**config.mk**
```make
export PLATFORM = sky130hd
export DESIGN_NAME = cmo_ctrl
export DESIGN_NICKNAME = d
export VERILOG_FILES = /design/src/rtl/cmo_pkg.sv /design/src/rtl/cmo_line_store.sv /design/src/rtl/cmo_seq.sv /design/src/rtl/cmo_ctrl.sv
export SDC_FILE = /design/constraint.sdc
export NUM_CORES = 1
export LEC_CHECK = 0
export ABC_AREA = 1
export BUFFER_PORTS_ARGS = -buffer_cell sky130_fd_sc_hd__buf_2
export CAP_MARGIN = 10
export CORE_MARGIN = 2
export CORE_UTILIZATION = 42
export CTS_CLUSTER_SIZE = 8
export DETAILED_ROUTE_END_ITERATION = 8
export PLACE_DENSITY = 0.66
export SYNTH_ARGS = -nofsm -noshare
export SYNTH_HDL_FRONTEND = slang
export SYNTH_SLANG_ARGS = --single-unit
```
**constraint.sdc**
```tcl
create_clock -name clk_i -period 4.1 [get_ports clk_i]
set_input_delay 0.205 -clock clk_i [delete_from_list [all_inputs] [get_ports clk_i]]
set_output_delay 0.205 -clock clk_i [all_outputs]
set_load 0.1 [all_outputs]
```
**src/rtl/cmo_pkg.sv**
```systemverilog
package cmo_pkg;
  typedef enum logic [1:0] {
    OP_FLUSH   = 2'd0,
    OP_CLEAN   = 2'd1,
    OP_DROPALL = 2'd2,
    OP_WBDROP  = 2'd3
  } cmo_op_e;

  typedef enum logic [1:0] {
    ST_IDLE,
    ST_LOOK,
    ST_WB,
    ST_DONE
  } cmo_state_e;
endpackage

```
**src/rtl/cmo_line_store.sv**
```systemverilog
module cmo_line_store #(
  parameter int IDX_W  = 3,
  parameter int TAG_W  = 8,
  parameter int DATA_W = 32
) (
  input  logic              clk_i,
  input  logic              rst_ni,
  input  logic              inst_we_i,
  input  logic [IDX_W-1:0]  inst_idx_i,
  input  logic [TAG_W-1:0]  inst_tag_i,
  input  logic [DATA_W-1:0] inst_data_i,
  input  logic              inst_dirty_i,
  input  logic              upd_en_i,
  input  logic [IDX_W-1:0]  upd_idx_i,
  input  logic              upd_clr_valid_i,
  input  logic [IDX_W-1:0]  rd_idx_i,
  output logic              rd_valid_o,
  output logic              rd_dirty_o,
  output logic [TAG_W-1:0]  rd_tag_o,
  output logic [DATA_W-1:0] rd_data_o
);
  localparam int LINES = 1 << IDX_W;

  logic              valid_q [LINES];
  logic              dirty_q [LINES];
  logic [TAG_W-1:0]  tag_q   [LINES];
  logic [DATA_W-1:0] data_q  [LINES];

  for (genvar g = 0; g < LINES; g++) begin : g_line
    logic ins_hit, upd_hit;
    assign ins_hit = inst_we_i && (inst_idx_i == IDX_W'(g));
    assign upd_hit = upd_en_i && (upd_idx_i == IDX_W'(g));

    always_ff @(posedge clk_i or negedge rst_ni) begin
      if (!rst_ni) begin
        valid_q[g] <= 1'b0;
        dirty_q[g] <= 1'b0;
      end else if (ins_hit) begin
        valid_q[g] <= 1'b1;
        dirty_q[g] <= inst_dirty_i;
      end else if (upd_hit) begin
        dirty_q[g] <= 1'b0;
        if (upd_clr_valid_i) valid_q[g] <= 1'b0;
      end
    end

    always_ff @(posedge clk_i) begin
      if (ins_hit) begin
        tag_q[g]  <= inst_tag_i;
        data_q[g] <= inst_data_i;
      end
    end
  end

  assign rd_valid_o = valid_q[rd_idx_i];
  assign rd_dirty_o = dirty_q[rd_idx_i];
  assign rd_tag_o   = tag_q[rd_idx_i];
  assign rd_data_o  = data_q[rd_idx_i];

  AST_PORT_EXCL: assert property (@(posedge clk_i) disable iff (!rst_ni)
    !(inst_we_i && upd_en_i));
endmodule

```
**src/rtl/cmo_seq.sv**
```systemverilog
module cmo_seq
  import cmo_pkg::*;
#(
  parameter int IDX_W  = 3,
  parameter int TAG_W  = 8,
  parameter int DATA_W = 32
) (
  input  logic                    clk_i,
  input  logic                    rst_ni,
  input  logic                    cmd_valid_i,
  output logic                    cmd_ready_o,
  input  logic [1:0]              cmd_op_i,
  input  logic [IDX_W-1:0]        cmd_idx_i,
  input  logic [TAG_W-1:0]        cmd_tag_i,
  output logic                    done_o,
  output logic [IDX_W-1:0]        rd_idx_o,
  input  logic                    rd_valid_i,
  input  logic                    rd_dirty_i,
  input  logic [TAG_W-1:0]        rd_tag_i,
  input  logic [DATA_W-1:0]       rd_data_i,
  output logic                    upd_en_o,
  output logic [IDX_W-1:0]        upd_idx_o,
  output logic                    upd_clr_valid_o,
  output logic                    mem_wvalid_o,
  input  logic                    mem_wready_i,
  output logic [TAG_W+IDX_W-1:0]  mem_waddr_o,
  output logic [DATA_W-1:0]       mem_wdata_o
);
  cmo_state_e      state_q, state_d;
  cmo_op_e         op_q, cmd_op;
  logic [IDX_W-1:0] idx_q, idx_d;
  logic [TAG_W-1:0] tag_q;
  logic hit, whole, last, dirty_line;

  assign cmd_op     = cmo_op_e'(cmd_op_i);
  assign hit        = rd_valid_i && (rd_tag_i == tag_q);
  assign whole      = (op_q == OP_DROPALL) || (op_q == OP_WBDROP);
  assign last       = &idx_q;
  assign dirty_line = rd_valid_i && rd_dirty_i;

  always_comb begin
    state_d         = state_q;
    idx_d           = idx_q;
    upd_en_o        = 1'b0;
    upd_clr_valid_o = 1'b0;
    unique case (state_q)
      ST_IDLE: if (cmd_valid_i) begin
        state_d = ST_LOOK;
        idx_d   = (cmd_op == OP_DROPALL || cmd_op == OP_WBDROP) ? '0 : cmd_idx_i;
      end
      ST_LOOK: unique case (op_q)
        OP_FLUSH: if (hit && rd_dirty_i) state_d = ST_WB;
                  else begin
                    upd_en_o = hit; upd_clr_valid_o = 1'b1; state_d = ST_DONE;
                  end
        OP_CLEAN: state_d = (hit && rd_dirty_i) ? ST_WB : ST_DONE;
        OP_DROPALL: begin
          upd_en_o = 1'b1; upd_clr_valid_o = 1'b1;
          if (last) state_d = ST_DONE; else idx_d = idx_q + 1'b1;
        end
        OP_WBDROP: if (dirty_line) state_d = ST_WB;
                   else begin
                     upd_en_o = 1'b1; upd_clr_valid_o = 1'b1;
                     if (last) state_d = ST_DONE; else idx_d = idx_q + 1'b1;
                   end
        default: state_d = ST_DONE;
      endcase
      ST_WB: if (mem_wready_i) begin
        upd_en_o        = 1'b1;
        upd_clr_valid_o = (op_q != OP_CLEAN);
        if (whole && !last) begin
          idx_d = idx_q + 1'b1; state_d = ST_LOOK;
        end else state_d = ST_DONE;
      end
      ST_DONE: state_d = ST_IDLE;
      default: state_d = ST_IDLE;
    endcase
  end

  always_ff @(posedge clk_i or negedge rst_ni) begin
    if (!rst_ni) begin
      state_q <= ST_IDLE;
      op_q    <= OP_FLUSH;
      idx_q   <= '0;
      tag_q   <= '0;
    end else begin
      state_q <= state_d;
      idx_q   <= idx_d;
      if (state_q == ST_IDLE && cmd_valid_i) begin
        op_q  <= cmd_op;
        tag_q <= cmd_tag_i;
      end
    end
  end

  assign cmd_ready_o  = (state_q == ST_IDLE);
  assign done_o       = (state_q == ST_DONE);
  assign rd_idx_o     = idx_q;
  assign upd_idx_o    = idx_q;
  assign mem_wvalid_o = (state_q == ST_WB);
  assign mem_waddr_o  = {rd_tag_i, idx_q};
  assign mem_wdata_o  = rd_data_i;

  AST_MEM_HOLD: assert property (@(posedge clk_i) disable iff (!rst_ni)
    mem_wvalid_o && !mem_wready_i |=> mem_wvalid_o && $stable(mem_waddr_o) && $stable(mem_wdata_o));
  AST_BUSY_NOT_READY: assert property (@(posedge clk_i) disable iff (!rst_ni)
    cmd_valid_i && cmd_ready_o |=> !cmd_ready_o);
  AST_DONE_PULSE: assert property (@(posedge clk_i) disable iff (!rst_ni)
    done_o |=> !done_o && cmd_ready_o);
  AST_DROP_NO_WRITE: assert property (@(posedge clk_i) disable iff (!rst_ni)
    (op_q == OP_DROPALL) && !cmd_ready_o |-> !mem_wvalid_o);
endmodule

```
**src/rtl/cmo_ctrl.sv**
```systemverilog
module cmo_ctrl #(
  parameter int IDX_W  = 3,
  parameter int TAG_W  = 8,
  parameter int OFF_W  = 2,
  parameter int DATA_W = 32,
  localparam int ADDR_W = TAG_W + IDX_W + OFF_W,
  localparam int LA_W   = TAG_W + IDX_W
) (
  input  logic              clk_i,
  input  logic              rst_ni,
  input  logic              cmd_valid_i,
  output logic              cmd_ready_o,
  input  logic [1:0]        cmd_op_i,
  input  logic [ADDR_W-1:0] cmd_addr_i,
  output logic              done_o,
  input  logic              inst_valid_i,
  input  logic [ADDR_W-1:0] inst_addr_i,
  input  logic [DATA_W-1:0] inst_data_i,
  input  logic              inst_dirty_i,
  output logic              mem_wvalid_o,
  input  logic              mem_wready_i,
  output logic [LA_W-1:0]   mem_waddr_o,
  output logic [DATA_W-1:0] mem_wdata_o
);
  logic              inst_we, upd_en, upd_clr_valid;
  logic [IDX_W-1:0]  rd_idx, upd_idx;
  logic              rd_valid, rd_dirty;
  logic [TAG_W-1:0]  rd_tag;
  logic [DATA_W-1:0] rd_data;

  // installs only land while idle; a same-edge command then sees them
  assign inst_we = inst_valid_i && cmd_ready_o;

  cmo_line_store #(.IDX_W(IDX_W), .TAG_W(TAG_W), .DATA_W(DATA_W)) u_store (
    .clk_i, .rst_ni,
    .inst_we_i      (inst_we),
    .inst_idx_i     (inst_addr_i[OFF_W +: IDX_W]),
    .inst_tag_i     (inst_addr_i[ADDR_W-1 -: TAG_W]),
    .inst_data_i    (inst_data_i),
    .inst_dirty_i   (inst_dirty_i),
    .upd_en_i       (upd_en),
    .upd_idx_i      (upd_idx),
    .upd_clr_valid_i(upd_clr_valid),
    .rd_idx_i       (rd_idx),
    .rd_valid_o     (rd_valid),
    .rd_dirty_o     (rd_dirty),
    .rd_tag_o       (rd_tag),
    .rd_data_o      (rd_data)
  );

  cmo_seq #(.IDX_W(IDX_W), .TAG_W(TAG_W), .DATA_W(DATA_W)) u_seq (
    .clk_i, .rst_ni,
    .cmd_valid_i, .cmd_ready_o, .cmd_op_i,
    .cmd_idx_i      (cmd_addr_i[OFF_W +: IDX_W]),
    .cmd_tag_i      (cmd_addr_i[ADDR_W-1 -: TAG_W]),
    .done_o,
    .rd_idx_o       (rd_idx),
    .rd_valid_i     (rd_valid),
    .rd_dirty_i     (rd_dirty),
    .rd_tag_i       (rd_tag),
    .rd_data_i      (rd_data),
    .upd_en_o       (upd_en),
    .upd_idx_o      (upd_idx),
    .upd_clr_valid_o(upd_clr_valid),
    .mem_wvalid_o, .mem_wready_i, .mem_waddr_o, .mem_wdata_o
  );

  AST_WB_ONLY_DIRTY: assert property (@(posedge clk_i) disable iff (!rst_ni)
    mem_wvalid_o |-> rd_valid && rd_dirty);
endmodule

```
After elaboration in Yosys (flattened, before gate mapping)
Memory sizes are Yosys's and may differ from the RTL's.
Index checks and enable logic that the tools add are counted.

storage, ports and cells
  word-level logic and storage cells = 248
  memories kept = 2
  RAM bits = 320
  bits in registers = 31
  input port bits = 66
  output and inout port bits = 46

memory list
  name            depth  bits a word  rd ports  clocked after memory_dff  wr ports  line                  source
  u_store.data_q  8      32           1         0                         1         cmo_line_store.sv:27  logic [DATA_W-1:0] data_q [LINES];
  u_store.tag_q   8      8            1         0                         1         cmo_line_store.sv:26  logic [TAG_W-1:0] tag_q [LINES];

operators by class
  bitwise operators = 1
  reduce and logical (&&, ||, !) cells = 72
  order comparisons = 1
  multiplexer cells = 122
  equal/unequal tests = 29
  $add $sub $neg = 1

operators by type and width
  cell                                                   count
  2-to-1 mux 32 bit                                      7
  OR reduction 32 bit                                    7
  2-to-1 mux 1 bit                                       73
  2-to-1 mux 3 bit                                       20
  2-to-1 mux 8 bit                                       7
  OR reduction 8 bit                                     7
  nonzero test 2 bit                                     16
  == test 3 bit, second input constant                   8
  logical AND 1 bit                                      22
  AND reduction 2 bit                                    9
  == test 2 bit, second input constant                   6
  == test 3 x 2 -> 1 bit, second input constant          4
  2-to-1 mux 2 bit                                       5
  case mux 3 bit (3 select lines)                        1
  == test 8 bit                                          1
  case mux 2 bit (4 select lines)                        1
  binary-select mux 1 bit (select 3 bit)                 2
  == test 3 x 1 -> 1 bit, second input constant          2
  zero test 3 bit                                        2
  inequality test 2 x 1 -> 1 bit, second input constant  3
  case mux 1 bit (3 select lines)                        2
  case mux 2 bit (3 select lines)                        1
  case mux 3 bit (2 select lines)                        1
  AND reduction 6 bit                                    1
  other kinds (14)                                       18

Longest topological paths before layout
  word-level depth = 13
  depth in mapped cells = 20

Cells and area by module
From an unflattened synthesis, not the netlist that was laid out.

unflattened totals
  cells, all modules = 1716
  area, all modules = 16249.3 um^2

by module, submodules not included
  module          area an instance (um^2)  seq. area each (um^2)  cells each  times used
  cmo_line_store  14931.8                  10009.6                1533        1
  cmo_seq         1310.0                   375.4                  181         1
  cmo_ctrl        7.5                      0.0                    2           1

Worst setup path before layout
Ideal clock, no wire load.

  path type = reg2reg
  start point = register u_seq.state_q[0]
  end point = register u_store.dirty_q[1] in the netlist's numbering
  cell stages (with the launch flop) = 8
  buffers on the path = 0
  library setup time = 128 ps
  clock period less this slack = 4035 ps
  path slack = 65 ps
  data arrival time = 3907 ps
  cells stage by stage = dfrtp_1 > inv_1 > ha_1 > nand3_1 > nor2_1 > inv_1 > nand3_1 > o21ai_0

on the way
  cells in the longest elaborated chain, start to end = 4

ends and longest elaborated chain
  item                                                    line                  source
  start: declaration                                      cmo_seq.sv:29         cmo_state_e state_q, state_d;
  start signal: assignment                                cmo_seq.sv:87         state_q <= state_d;
  zero test 2 bit *                                       cmo_seq.sv:96         assign cmd_ready_o = (state_q == ST_IDLE);
  net cmd_ready_o                                         cmo_ctrl.sv:12        output logic cmd_ready_o,
  logical AND 1 bit *                                     cmo_ctrl.sv:32        assign inst_we = inst_valid_i && cmd_ready_o;
  logical AND 1 bit *                                     cmo_line_store.sv:31  assign ins_hit = inst_we_i && (inst_idx_i == IDX_W'(g));
  net u_store.g_line[6].ins_hit                           cmo_line_store.sv:30  logic ins_hit, upd_hit;
  2-to-1 mux 1 bit or nonzero test 2 bit (tied branches)  -
  end signal: indexed assignment                          cmo_line_store.sv:40  dirty_q[g] <= inst_dirty_i;
  end: declaration                                        cmo_line_store.sv:25  logic dirty_q [LINES];

The timed path passes the listed nets; every way through them passes the cells marked *.
A chain may end at the register's enable or synchronous reset.

Final worst setup path
  start point = register u_seq.idx_q[0] (netlist: u_seq.rd_idx_o[0])
  end point = output port mem_wdata_o[1]

on the way
  cells in the longest elaborated chain, start to end = 1

ends and longest elaborated chain
  item                      line            source
  start: declaration        cmo_seq.sv:31   logic [IDX_W-1:0] idx_q, idx_d;
  start signal: assignment  cmo_seq.sv:88   idx_q <= idx_d;
  memory (8 x 32 bit)       -
  end: declaration          cmo_ctrl.sv:23  output logic [DATA_W-1:0] mem_wdata_o

No other way between the ends.

==> flow_summary.ini <==
[status]
outcome = complete, no violations

[die]
horizontal_die_dimension_um = 189
die_area_mm2 = 0.0359
core-area_mm2 = 0.0337
die_boundary_height_um = 189
boundaryPins = 112
initial_core_util_pct = 42.8
placement_rows = 67

[timing]
max_freq_mhz = 285
final_worst_path_period_need_ns = 3.51
rsz0062_at_grt = false
slew_viol_final = 0
min_period_over_period_pct = 85.6
fin_setup_tns_ns = 0
hold_viol_final = 0
report.final.setup_viol = 0
tightest_slew_ns = 0.893
final.setup.worst_slack_ns = 0.589
post_route_clock_skew_ns = 0.0105
timing.slew.headroom_pct = 40.3

[clocking]
clk_latency_ns = 0.55
h-tree-depth = 2
cts_inserted_buffers = 49
clock_tree.buffer_depth = 3
cts.clk_slew.worst_paths_ns = 0.06
cts.sink_count = 351
clk_root_buffer_cell = sky130_fd_sc_hd__clkbuf_16
cts_setup_buffers = 0
tritoncts = yes

[logic_synthesis]
synth_seq_area_share_pct = 71.9
yosysMostFrequentCell = sky130_fd_sc_hd__edfxtp_1
synth_flop_cell = sky130_fd_sc_hd__edfxtp_1
synth_top_cell_by_area = sky130_fd_sc_hd__edfxtp_1
synthArstFlopShare_pct = 8.83
synth.lib_cells_used.distinct = 32
synth_largest_type_area_fraction_pct = 66.5
synthesized_instance_count = 1246
synth.top_cells.by_count = sky130_fd_sc_hd__edfxtp_1, sky130_fd_sc_hd__nor2_1, sky130_fd_sc_hd__o21ai_0
yosysWarnings = 0
syn_area_per_cell_um2 = 11.6
post_synthesis_instance_area_mm2 = 0.0144
synth_nets = 1323
synth_enable_flop_cells = 320
synth.area.top_cells = sky130_fd_sc_hd__edfxtp_1, sky130_fd_sc_hd__nor2_1, sky130_fd_sc_hd__o21ai_0
postSynthRegisterBits = 351

[setup_path]
cpPeakStageDelay_ns = 0.64
critical_path.startpoint_type = flop
worst-path-max-fanout = 124
arrival_worst_endpoint_ns = 3.31
setup.worst_path.end_class = primary output
timing.critical_path.cells = inv_4, buf_12, o21ai_0, o22ai_1, nor2_1, a31oi_1, buf_2
crit_type = flop to primary output
crit_required_ns = 3.89
cpMaxStageDelayCell = sky130_fd_sc_hd__dfrtp_4

[power]
power.share.switching_pct = 45.4
clock_network_fraction_of_design_power_pct = 26.2
comb_power_share_pct = 42.5
peakVddDrop_mv = 0.966
power_frac_seq_pct = 31.3
internal_power_mw = 7.50
p_switching_mw = 6.25
p_leak_nw = 6.50
pwr_density_cell_mw_per_mm2 = 791

[global_route]
first_global_vias = 9357
grt_remaining_overflow = 0
track_usage_pct = 18.4
grt_first_pass_wirelength_mm = 51.5
antenna_violations_before_repair = 1
grt_start_max_net_pins = 125

[drt]
drt_first_pass_iters = 7
drcViolationCount = 0
final_antenna_net_count = 0
drt-initial-drc-count = 711
wl_per_cell_um = 17.6
route.detailed.vias_per_inst = 5.10
wl_mm = 33.0
num_vias = 9579

[final_layout]
drive_above_1_share_pct = 14.0
finalNetCount = 1487
final_instance_area_mm2 = 0.0174
area.growth.synth_to_final_pct = 20.3

[placement]
post-place-ws_ns = 1.13
post-dp-hpwl_mm = 17.2
gp_routability_congestion = 0.798
dpl_cell_area_mm2 = 0.0155
portBuffers = 107

[run]
maxCapViolations = 0

[hold_path]
hold_path_class = primary input to flop
-- power groups by stage --
stage                     clock, mW  combinational, mW  sequential, mW
after floorplan                   0               4.63            4.39
after global placement            0               5.76            4.36
after detailed placement          0               5.80            4.37
after CTS                      3.67               5.87            4.30
after global routing           3.81               6.28            4.32
final                          3.60               5.84            4.30
-- critical path, delay by kind of cell, from the launching register on --
family	cells	cell delay, ns
flip-flops	1	0.64
AO/OA/AOI/OAI	3	0.59
buffers and inverters	3	1.41
AND/OR/NAND/NOR	1	0.06
-- timing repair --
action	CTS	global route
hold buffers	51	0
resized for setup	0	0
hold endpoints to repair	361	0
-- flip-flops by register name, summed over array words and instances, names as in the netlist --
name and flops:
u_seq.op_q 2, u_seq.rd_idx_o 3, u_seq.state_q 2, u_seq.tag_q 8, u_store.data_q 256, u_store.dirty_q 8, u_store.tag_q 64, u_store.valid_q 8
-- routing by layer --
layer / up-vias / share of wire (%) / global-route usage (%)
li1: 4662 / - / -
met1: 4579 / 44 / 24.8
met2: 288 / 47 / 30.6
met3: 50 / 6.6 / 3.65
met4: 0 / 1.8 / 4.98
met5: - / 0 / 0
-- cells by family (layout without fill, tap and decap cells) --
group | after synthesis | count (layout) | synth area share (%)
flops | 351 | 351 | 71.9
buf+inv | 157 | 339 | 4.44
compound gates | 248 | 248 | 9.38
fa+ha+maj | 11 | 11 | 0.953
simple gates | 477 | 477 | 13.2
other cells | 0 | 1 | 0
mux | 2 | 2 | 0.156
-- worst paths after layout --
path / slack [ns] / start / end / cells after the start
setup reg to reg: 1.18 / u_seq.rd_idx_o[0]$_DFFE_PN0P_ / u_seq.rd_idx_o[1]$_DFFE_PN0P_ / 12
hold reg to reg: 0.52 / u_store.dirty_q[1]$_DFFE_PN0P_ / u_store.dirty_q[1]$_DFFE_PN0P_ / 2
min in group asynchronous: 0.24 / rst_ni / u_seq.tag_q[0]$_DFFE_PN0P_ / 2
max in group asynchronous: 3.30 / rst_ni / u_seq.rd_idx_o[0]$_DFFE_PN0P_ / 2
setup / recovery: 0.59 / u_seq.rd_idx_o[0]$_DFFE_PN0P_ / mem_wdata_o[1] / 7
hold / removal: 0.03 / cmd_addr_i[2] / u_seq.rd_idx_o[0]$_DFFE_PN0P_ / 5
-- placed cells by master, fill, tap and decap left out, types with 17 or more instances in the layout --
cell	instances
sky130_fd_sc_hd__edfxtp_1	320
sky130_fd_sc_hd__nor2_1	256
sky130_fd_sc_hd__o21ai_0	159
sky130_fd_sc_hd__nand2_1	142
sky130_fd_sc_hd__buf_2	107
sky130_fd_sc_hd__inv_1	88
sky130_fd_sc_hd__nand3_1	63
sky130_fd_sc_hd__dlygate4sd3_1	51
sky130_fd_sc_hd__clkbuf_16	50
sky130_fd_sc_hd__o22ai_1	34
sky130_fd_sc_hd__a31oi_1	32
sky130_fd_sc_hd__dfrtp_1	29
sky130_fd_sc_hd__clkbuf_1	17
sky130_fd_sc_hd__buf_4	17
-- through the flow --
step                total power [mW]  hold WS (ns)  utilization (%)  cells
floorplan                       9.02       -0.0906                -   1246
global placement                10.1         0.285             46.0   1756
detailed placement              10.2         0.297             46.0   1756
CTS                             13.8       0.00828             51.6   1876
global route                    14.4        0.0471             51.6   1877
finish                          13.7        0.0295             51.6   1877
-- layout make-up --
| type | instances | area (um^2) |
|---|---|---|
| timing repair buffer | 179 | 1250 |
| multi-input combinational | 738 | 3470 |
| sequential | 351 | 10400 |
| tap | 448 | 561 |
| fill | 2889 | 16300 |
| antenna | 1 | 2.50 |
| clock buffer | 67 | 1320 |
| inverter | 91 | 344 |
| clock inverter | 2 | 38.8 |
Power figures use the tool's default switching activity.
